`src/rtl/hbdt_pkg.sv`:
```
package hbdt_pkg;

  // Phases of the half-bridge sequence
  typedef enum logic [2:0] {
    PH_IDLE   = 3'd0,
    PH_GAP_LO = 3'd1,
    PH_LO     = 3'd2,
    PH_GAP_HI = 3'd3,
    PH_HI     = 3'd4
  } phase_e;

  // True for the two both-off intervals
  function automatic logic is_gap(phase_e p);
    return (p == PH_GAP_LO) || (p == PH_GAP_HI);
  endfunction

  // A gap of 'dead' clocks has run out when the elapsed count reaches dead-1
  function automatic logic gap_expired(int unsigned elapsed, int unsigned dead);
    return (elapsed + 1) >= dead;
  endfunction

  // Steady-state width of one pulse for a half-period of 'half' clocks
  function automatic int unsigned pulse_width(int unsigned half, int unsigned dead);
    return (half > dead) ? (half - dead) : 0;
  endfunction

  // Counter width able to hold values 0 .. limit-1
  function automatic int unsigned count_width(int unsigned limit);
    return (limit > 1) ? $clog2(limit) : 1;
  endfunction

endpackage

```
`src/rtl/hbdt_sync.sv`:
```
module hbdt_sync #(
  parameter int unsigned STAGES  = 2,
  parameter logic        RST_VAL = 1'b0
) (
  input  logic clk,
  input  logic rst_n,
  input  logic d_i,
  output logic q_o
);

  logic [STAGES-1:0] chain_q;

  always_ff @(posedge clk or negedge rst_n) begin
    if (!rst_n) begin
      chain_q <= {STAGES{RST_VAL}};
    end else begin
      chain_q <= {chain_q[STAGES-2:0], d_i};
    end
  end

  assign q_o = chain_q[STAGES-1];

endmodule

```
`src/rtl/hbdt_gap_timer.sv`:
```
module hbdt_gap_timer #(
  parameter int unsigned DEAD_CLKS = 100,
  parameter int unsigned CNT_W     = 7
) (
  input  logic clk,
  input  logic rst_n,
  input  logic restart_i,
  input  logic run_i,
  output logic expired_o
);

  import hbdt_pkg::*;

  localparam logic [CNT_W-1:0] LAST = CNT_W'(DEAD_CLKS - 1);

  logic [CNT_W-1:0] cnt_q;

  always_ff @(posedge clk or negedge rst_n) begin
    if (!rst_n) begin
      cnt_q <= '0;
    end else if (restart_i) begin
      cnt_q <= '0;
    end else if (run_i && (cnt_q != LAST)) begin
      cnt_q <= cnt_q + 1'b1;
    end
  end

  assign expired_o = run_i && gap_expired(32'(cnt_q), DEAD_CLKS);

endmodule

```
`src/rtl/hbdt_phase_fsm.sv`:
```
module hbdt_phase_fsm
  import hbdt_pkg::*;
(
  input  logic   clk,
  input  logic   rst_n,
  input  logic   en_i,
  input  logic   kill_i,
  input  logic   osc_edge_i,
  input  logic   gap_done_i,
  output phase_e phase_o,
  output phase_e phase_nxt_o,
  output logic   gap_restart_o
);

  phase_e phase_q;
  phase_e phase_d;
  logic   fault_q;
  logic   first_q;
  logic   halt;

  assign halt = !en_i || kill_i || fault_q;

  // Force-off latch, cleared only by dropping enable
  always_ff @(posedge clk or negedge rst_n) begin
    if (!rst_n) begin
      fault_q <= 1'b0;
    end else if (!en_i) begin
      fault_q <= 1'b0;
    end else if (kill_i) begin
      fault_q <= 1'b1;
    end
  end

  always_comb begin
    phase_d = phase_q;
    if (halt) begin
      phase_d = PH_IDLE;
    end else begin
      case (phase_q)
        PH_IDLE:   phase_d = PH_GAP_LO;
        PH_GAP_LO: begin
          if (osc_edge_i && !first_q) phase_d = PH_GAP_HI;
          else if (gap_done_i)        phase_d = PH_LO;
        end
        PH_LO:     if (osc_edge_i) phase_d = PH_GAP_HI;
        PH_GAP_HI: begin
          if (osc_edge_i)      phase_d = PH_GAP_LO;
          else if (gap_done_i) phase_d = PH_HI;
        end
        PH_HI:     if (osc_edge_i) phase_d = PH_GAP_LO;
        default:   phase_d = PH_IDLE;
      endcase
    end
  end

  // Start-up marker: the gap entered from idle ignores oscillator edges
  always_ff @(posedge clk or negedge rst_n) begin
    if (!rst_n) begin
      first_q <= 1'b0;
    end else if ((phase_q == PH_IDLE) && (phase_d == PH_GAP_LO)) begin
      first_q <= 1'b1;
    end else if (phase_d != PH_GAP_LO) begin
      first_q <= 1'b0;
    end
  end

  always_ff @(posedge clk or negedge rst_n) begin
    if (!rst_n) begin
      phase_q <= PH_IDLE;
    end else begin
      phase_q <= phase_d;
    end
  end

  assign phase_o       = phase_q;
  assign phase_nxt_o   = phase_d;
  assign gap_restart_o = is_gap(phase_d) && (phase_d != phase_q);

endmodule

```
`src/rtl/hbdt_gate_out.sv`:
```
module hbdt_gate_out
  import hbdt_pkg::*;
(
  input  logic   clk,
  input  logic   rst_n,
  input  phase_e phase_i,
  input  phase_e phase_nxt_i,
  input  logic   rdy_s_i,
  output logic   lo_o,
  output logic   ho_o,
  output logic   lo_rise_o,
  output logic   lo_fall_o,
  output logic   ho_fall_o
);

  logic lo_d;
  logic ho_d;
  logic lo_q;
  logic ho_q;
  logic lo_rise_q;
  logic lo_fall_q;
  logic ho_fall_q;

  assign lo_d = (phase_nxt_i == PH_LO);
  // High side starts only at the head of its phase and drops when ready is lost
  assign ho_d = (phase_nxt_i == PH_HI) && rdy_s_i && ((phase_i != PH_HI) || ho_q);

  always_ff @(posedge clk or negedge rst_n) begin
    if (!rst_n) begin
      lo_q      <= 1'b0;
      ho_q      <= 1'b0;
      lo_rise_q <= 1'b0;
      lo_fall_q <= 1'b0;
      ho_fall_q <= 1'b0;
    end else begin
      lo_q      <= lo_d;
      ho_q      <= ho_d;
      lo_rise_q <= lo_d && !lo_q;
      lo_fall_q <= !lo_d && lo_q;
      ho_fall_q <= !ho_d && ho_q;
    end
  end

  assign lo_o      = lo_q;
  assign ho_o      = ho_q;
  assign lo_rise_o = lo_rise_q;
  assign lo_fall_o = lo_fall_q;
  assign ho_fall_o = ho_fall_q;

endmodule

```
`src/rtl/hbdt_gate_driver.sv`:
```
module hbdt_gate_driver
  import hbdt_pkg::*;
#(
  parameter int unsigned DEAD_CLKS   = 100,
  parameter int unsigned SYNC_STAGES = 2
) (
  input  logic clk,
  input  logic rst_n,
  input  logic osc_i,
  input  logic en_i,
  input  logic hs_rdy_i,
  input  logic kill_i,
  output logic lo_o,
  output logic ho_o,
  output logic lo_rise_o,
  output logic lo_fall_o,
  output logic ho_fall_o
);

  localparam int unsigned GAP_W = count_width(DEAD_CLKS);

  // Named internal events
  logic   osc_s;
  logic   osc_d_q;
  logic   osc_edge;
  logic   rdy_s;
  logic   gap_restart;
  logic   gap_done;
  phase_e phase_cur;
  phase_e phase_nxt;

  hbdt_sync #(.STAGES(SYNC_STAGES), .RST_VAL(1'b0)) osc_sync_i (
    .clk   (clk),
    .rst_n (rst_n),
    .d_i   (osc_i),
    .q_o   (osc_s)
  );

  hbdt_sync #(.STAGES(SYNC_STAGES), .RST_VAL(1'b0)) rdy_sync_i (
    .clk   (clk),
    .rst_n (rst_n),
    .d_i   (hs_rdy_i),
    .q_o   (rdy_s)
  );

  always_ff @(posedge clk or negedge rst_n) begin
    if (!rst_n) begin
      osc_d_q <= 1'b0;
    end else begin
      osc_d_q <= osc_s;
    end
  end

  assign osc_edge = osc_s ^ osc_d_q;

  hbdt_phase_fsm fsm_i (
    .clk           (clk),
    .rst_n         (rst_n),
    .en_i          (en_i),
    .kill_i        (kill_i),
    .osc_edge_i    (osc_edge),
    .gap_done_i    (gap_done),
    .phase_o       (phase_cur),
    .phase_nxt_o   (phase_nxt),
    .gap_restart_o (gap_restart)
  );

  hbdt_gap_timer #(.DEAD_CLKS(DEAD_CLKS), .CNT_W(GAP_W)) timer_i (
    .clk       (clk),
    .rst_n     (rst_n),
    .restart_i (gap_restart),
    .run_i     (is_gap(phase_cur)),
    .expired_o (gap_done)
  );

  hbdt_gate_out out_i (
    .clk         (clk),
    .rst_n       (rst_n),
    .phase_i     (phase_cur),
    .phase_nxt_i (phase_nxt),
    .rdy_s_i     (rdy_s),
    .lo_o        (lo_o),
    .ho_o        (ho_o),
    .lo_rise_o   (lo_rise_o),
    .lo_fall_o   (lo_fall_o),
    .ho_fall_o   (ho_fall_o)
  );

endmodule

```
`config.mk`:
```
export PLATFORM = sky130hd
export DESIGN_NAME = hbdt_gate_driver
export DESIGN_NICKNAME = d
export VERILOG_FILES = /design/src/rtl/hbdt_pkg.sv /design/src/rtl/hbdt_sync.sv /design/src/rtl/hbdt_gap_timer.sv /design/src/rtl/hbdt_phase_fsm.sv /design/src/rtl/hbdt_gate_out.sv /design/src/rtl/hbdt_gate_driver.sv
export SDC_FILE = /design/constraint.sdc
export NUM_CORES = 1
export LEC_CHECK = 0
export BUFFER_PORTS_ARGS = -buffer_cell sky130_fd_sc_hd__buf_4
export CAP_MARGIN = 25
export CORE_ASPECT_RATIO = 0.75
export CORE_MARGIN = 2
export CORE_UTILIZATION = 30
export DETAILED_ROUTE_END_ITERATION = 10
export PLACE_DENSITY = 0.52
export SLEW_MARGIN = 10
export SYNTH_ARGS = -nofsm -noshare
export SYNTH_HDL_FRONTEND = slang
export SYNTH_SLANG_ARGS = --single-unit
export TNS_END_PERCENT = 20
```
`constraint.sdc`:
```
create_clock -name clk -period 2.7 [get_ports clk]
set_input_delay 0.54 -clock clk [delete_from_list [all_inputs] [get_ports clk]]
set_output_delay 0.54 -clock clk [all_outputs]
set_load 0.01 [all_outputs]
```
==> results.yml, run 1 <==
die:
  die_area_um2: 4234
  coreArea_um2: 3613
  num_rows: 19
  ios: 11
  die_width_um: 74.47
  start_util: 0.3092
  die_h_um: 56.85
clock_tree:
  cts_setup_buffers: 0
  clk-insertion-delay-late_ns: 0.26
  root_buffer: "clkbuf_8"
  cts_sinks: 22
  hold_buffers: 0
  clkTransAtPathRegs_ns: 0.08
  clockBufferDepth: 2
  h-tree-depth: 1
  tritoncts: "done"
  ctsResizeCount: 0
  cts_buffers: 3
sta:
  tns_ns: 0
  fin_skew_ns: 0.004338
  finalHoldViolations: 0
  whs_ns: 0.1501
  relSlewSlack: 0.6412
  period_share: 0.7542
  finalCriticalPeriod_ns: 2.036
  rsz0062_at_grt: "no"
  slew_violations: 0
  timing.fmax_mhz: 491.1
  worst_pin_slew_ns: 0.5370
  setup_violations: 0
  fin_ws_ns: 0.6636
logic_synthesis:
  yosys.area.top_type_share: 0.4927
  muxShareOfSynthArea: 0.008959
  synth_fp_nets: 112
  synth_edf_count: 0
  ys_ff_latch: 22
  async_reset_ff_frac: 1.000
  synth_top_family_by_area: "simple AND/OR/NAND/NOR gates"
  yosysTopAreaCell: "dfrtp_1"
  yosysSeqAreaShare: 0.4927
  synth_compound_area_frac: 0.1713
  synthAdderAreaFrac: 0.01120
  synth_most_common_cell: "dfrtp_1"
  ys_dominant_reg_cell: "dfrtp_1"
  postSynthCellCount: 105
  synth_common_cells: "dfrtp_1, nor2_1, xnor2_1, nand2_1, nor3_1"
  synth_area_leaders: "dfrtp_1, nor2_1, xnor2_1, nor3_1, nor4b_4"
  synth_area_um2: 1117
  ys_warn_count: 0
  synth-simple-area-share: 0.2318
  synth_xor_area_frac: 0.05487
  synth_area_per_cell_um2: 10.64
  yosysUniqueCellTypes: 43
global_route:
  antenna_found_initial: 0
  grt_max_degree: 23
  grt_pass1_wl_mm: 3.781
  gr-total-overflow: 0
  track_usage: 0.1194
  grt_pass1_vias: 788
critical_path:
  path_max_fanout: 8
  cp-start-kind: "flop"
  cp.required_ns: 2.86
  cp.arrival_ns: 2.19
  cp-end-kind: "flop"
  rr_worst_depth: 6
  crit_type: "reg -> reg"
route:
  dr_total_vias: 811
  routedWlPerCell_um: 12.97
  drc: 0
  dr.pass1.iters: 4
  vias_per_cell: 4.915
  drt_iter0_drc: 48
  postRouteAntennaNets: 0
  wl_mm: 2.140
placed_design:
  placed_area_um2: 1229
  place_ws_ns: 0.6676
  place_hpwl_mm: 1.519
  io_buffers: 10
  gp_congestion: 0.8849
  placed_cells: 161
layout:
  n_antenna_cell: 0
  fillers: 366
  postLayoutCellArea_um2: 1284
  layout.nets: 121
  final_cells: 165
  area_growth_pct: 14.89
  multi_input_area_um2: 534.3
  final_layout_size_suffix_gt1_frac: 0.2124
  utilization: 0.3553
  regArea_um2: 550.5
power:
  power_switching_mw: 0.1831
  ir_drop_v: 0.0001678
  power.leakage_nw: 0.5135
  switching_share: 0.2600
  seq_power_share: 0.536
  p_comb_frac: 0.123
  p_total_mw: 0.7040
  pwr-share-clk: 0.341
  power.density_nw_per_um2: 548.4
  p_int_mw: 0.5210
run:
  timing.max_cap.violations: 0
min_path:
  holdCritPathClass: "in -> async"
outcome:
  outcome: "complete, no violations"
metal layers:
metal | track usage | up-vias | wire length [um]
met2 | 0.1568 | 17 | 883
li1 | - | 395 | -
met5 | 0 | - | 0
met3 | 0.03770 | 2 | 118
met4 | 0.04847 | 0 | 17
met1 | 0.1781 | 397 | 1121
power by group through the flow:
stage          logic, mW  registers, mW  clock network [mW]
2_1_floorplan     0.0726          0.374                   0
3_3_place_gp      0.0859          0.382                   0
3_5_place_dp      0.0872          0.385                   0
4_1_cts           0.0882          0.378               0.252
5_1_grt            0.101          0.382               0.264
6_report          0.0867          0.378               0.240
cell families (layout without fill, tap and decap cells):
family                     Yosys count  after routing
AOI/OAI and AO/OA                   23             23
and+or+nand+nor                     44             44
buffers and inverters                7             15
xor gates and xnor gates             7              7
DFF                                 22             22
muxes                                1              1
adders and majority gates            1              1
registers in the layout, indices dropped and copies added (netlist names):
signal and flops:
rdy_sync_i.chain_q 2, fsm_i.phase_o 3, out_i.ho_o 1, osc_sync_i.chain_q 2, osc_d_q 1, fsm_i.first_q 1, out_i.lo_rise_o 1, timer_i.cnt_q 7
out_i.lo_o 1, out_i.ho_fall_o 1, out_i.lo_fall_o 1, fsm_i.fault_q 1
final cells by class:
class                           count  share of cell area
Sequential cell                    22              0.4289
Multi-Input combinational cell     76              0.4162
Timing Repair Buffer               10             0.05848
Tap cell                           52             0.05068
Clock buffer                        4             0.04289
Inverter                            1            0.002924
worst max-delay path: stages, from the launching register on:
cell,delay [ns]
dfrtp_1,0.42
ha_1,0.31
and4_4,0.24
a2111o_1,0.36
a31oi_1,0.20
nor3_2,0.11
o31a_1,0.30
path summary, 6_finish.rpt:
kind	slack [ns]	endpoint	start
worst max-delay path	0.66	out_i.lo_fall_o	timer_i.cnt_q[0]
worst min-delay path	0.15	out_i.lo_o	rst_n
worst max register to register	0.66	out_i.lo_fall_o	timer_i.cnt_q[0]
worst min register to register	0.35	rdy_sync_i.chain_q[1]	rdy_sync_i.chain_q[0]
max in group asynchronous	2.33	timer_i.cnt_q[3]	rst_n
min in group clk	0.35	rdy_sync_i.chain_q[1]	rdy_sync_i.chain_q[0]
placed cells by master (no fill, tap or decap), drive strengths merged, types with 2 or more instances in the layout:
master,netlist,routed
dfrtp,22,22
nor2,14,14
buf,2,10
xnor2,6,6
nor3,6,6
nand2,5,5
clkbuf,4,4
nand3,3,3
nor2b,3,3
nand2b,3,3
a31oi,3,3
a21oi,3,3
a21boi,3,3
a311oi,3,3
o31a,2,2
o21ai,2,2
nor4b,2,2
(Power assumes the default switching activity.)
==> run 2, diff against run 1 <==
Clock period 2.7 ns to 2.1 ns, I/O delays scaled along.
==> run 2 against run 1 <==
Against the previous run: non-clock buffer count is 2 higher; largest cell class unchanged; flip-flop and latch count is the same; wire length rose by 0.51%; combinational power rose by 33%; die area stayed put.
==> results.yml, run 2 (same netlist as run 1, synthesis figures left out) <==
layout:
  n_antenna_cell: 0
  fillers: 373
  final_cell_mix: "dfrtp_1, nor2_1, buf_4"
  final_cells: 167
  final_layout_size_suffix_gt1_frac: 0.2348
  largest_register_ffs: 7
  area_growth_pct: 16.46
  largest-register: "timer_i.cnt_q"
  layout.nets: 123
  layout_commonest_cell: "dfrtp_1"
sta:
  fin_skew_ns: 0.006614
  tns_ns: 0
  rsz0062_at_grt: "no"
  relSlewSlack: 0.6747
  finalCriticalPeriod_ns: 1.987
  worst_pin_slew_ns: 0.4857
  finalHoldViolations: 0
  setup_violations: 0
  slew_violations: 0
  period_share: 0.9464
  timing.fmax_mhz: 503.2
  fin_ws_ns: 0.1126
power:
  power.leakage_nw: 0.5208
  pwr-share-clk: 0.337
  switching_share: 0.2594
  ir_drop_v: 0.0003296
  p_total_mw: 0.9102
  power.density_nw_per_um2: 699.5
  seq_power_share: 0.536
  p_int_mw: 0.6741
  power_switching_mw: 0.2361
  p_comb_frac: 0.127
critical_path:
  critPathSlowestCell: "dfrtp_1"
  cp.arrival_ns: 2.14
  regToRegSetupSlack_ns: 0.11
  cp-start-kind: "flop"
  path_max_fanout: 8
  cp_slowest_stage_delay_ns: 0.43
  r2r-start: "timer_i.cnt_q[0]"
  cp-end-kind: "flop"
  crit_type: "reg -> reg"
  r2r_end: "out_i.lo_fall_o"
  cp.required_ns: 2.26
  path_cells: "ha_2, and4_4, a2111o_1, a31oi_1, nor3_2, o31a_1"
  rr_worst_depth: 6
placed_design:
  place_hpwl_mm: 1.557
  gp_congestion: 0.8673
  placed_cells: 163
  place_ws_ns: 0.06212
  io_buffers: 10
route:
  drt_iter0_drc: 39
  dr_total_vias: 805
  postRouteAntennaNets: 0
  drc: 0
  met2WireLength_um: 882
  highest_layer: "met4"
  wl_mm: 2.151
  wl_met3_um: 110
  routedWlPerCell_um: 12.88
  drt-met1-wl_mm: 1.127
  vias_per_cell: 4.820
  dr.pass1.iters: 4
clock_tree:
  h-tree-depth: 1
  cts_buffers: 3
  clk-insertion-delay-late_ns: 0.27
  clkTransAtPathRegs_ns: 0.08
  clockBufferDepth: 2
  root_buffer: "clkbuf_8"
  hold_buffers: 0
  cts_sinks: 22
  tritoncts: "done"
global_route:
  track_usage: 0.1097
  grt_max_degree: 23
  gr-total-overflow: 0
  grt_pass1_vias: 717
  grt_pass1_wl_mm: 3.443
  antenna_found_initial: 0
die:
  die_h_um: 56.85
  die_width_um: 74.47
  start_util: 0.3092
  die_area_um2: 4234
  coreArea_um2: 3613
  num_rows: 19
  ios: 11
outcome:
  outcome: "complete, no violations"
run:
  timing.max_cap.violations: 0
min_path:
  holdCritPathClass: "in -> async"
[run 2: cell count changes in the layout (fill, tap and decap cells not counted), sizes merged]
cell and change:
buf +2
[run 2: power groups by stage]
stage / Sequential, mW / Combinational, mW / Clock (mW)
2_1_floorplan: 0.481 / 0.0933 / 0
3_3_place_gp: 0.491 / 0.114 / 0
3_5_place_dp: 0.495 / 0.115 / 0
4_1_cts: 0.487 / 0.115 / 0.320
5_1_grt: 0.492 / 0.129 / 0.332
6_report: 0.488 / 0.115 / 0.307
[run 2: cell type report]
class	count	area, um2	area share
Clock buffer	4	55.05	0.04231
Inverter	1	3.754	0.002885
Multi-Input combinational cell	76	536.8	0.4125
Sequential cell	22	550.5	0.4231
Tap cell	52	65.06	0.05000
Timing Repair Buffer	12	90.09	0.06923
[run 2: how the worst max path moves through the flow]
stage	from	end	slack (ns)	cells past startpoint
2_1_floorplan	timer_i.cnt_q[0]	out_i.lo_fall_o	0.18	6
3_3_place_gp	timer_i.cnt_q[0]	out_i.lo_fall_o	0.12	6
3_5_place_dp	timer_i.cnt_q[0]	out_i.lo_fall_o	0.06	6
4_1_cts	timer_i.cnt_q[0]	out_i.lo_fall_o	0.04	6
5_1_grt	timer_i.cnt_q[0]	out_i.lo_fall_o	0.06	6
6_report	timer_i.cnt_q[0]	out_i.lo_fall_o	0.11	6
[run 2: critical path, delay by kind of cell (launching register included)]
family	cells	cell delay [ns]
simple gates	2	0.32
flops	1	0.43
compound gates	3	0.86
fa+ha+maj	1	0.26
[run 2: metal layers]
layer | track usage | up-vias
met3 | 0.03770 | 5
met2 | 0.1429 | 17
met4 | 0.03827 | 0
met5 | 0 | -
li1 | - | 398
met1 | 0.1654 | 385
[run 2: repair_timing]
action                     in CTS  in global routing
gates resized for setup         0                  1
setup endpoints to repair       0                  1
setup buffers                   0                  0
[run 2: metrics by stage]
step | util | cell area [um2] | hold slack [ns]
6_report | 0.3601 | 1301 | 0.02844
5_1_grt | 0.3601 | 1301 | 0.04758
4_1_cts | 0.3594 | 1299 | 0.03429
3_5_place_dp | 0.3442 | 1244 | 0.3327
3_3_place_gp | 0.3442 | 1244 | 0.3264
2_1_floorplan | - | 1117 | 0.1244
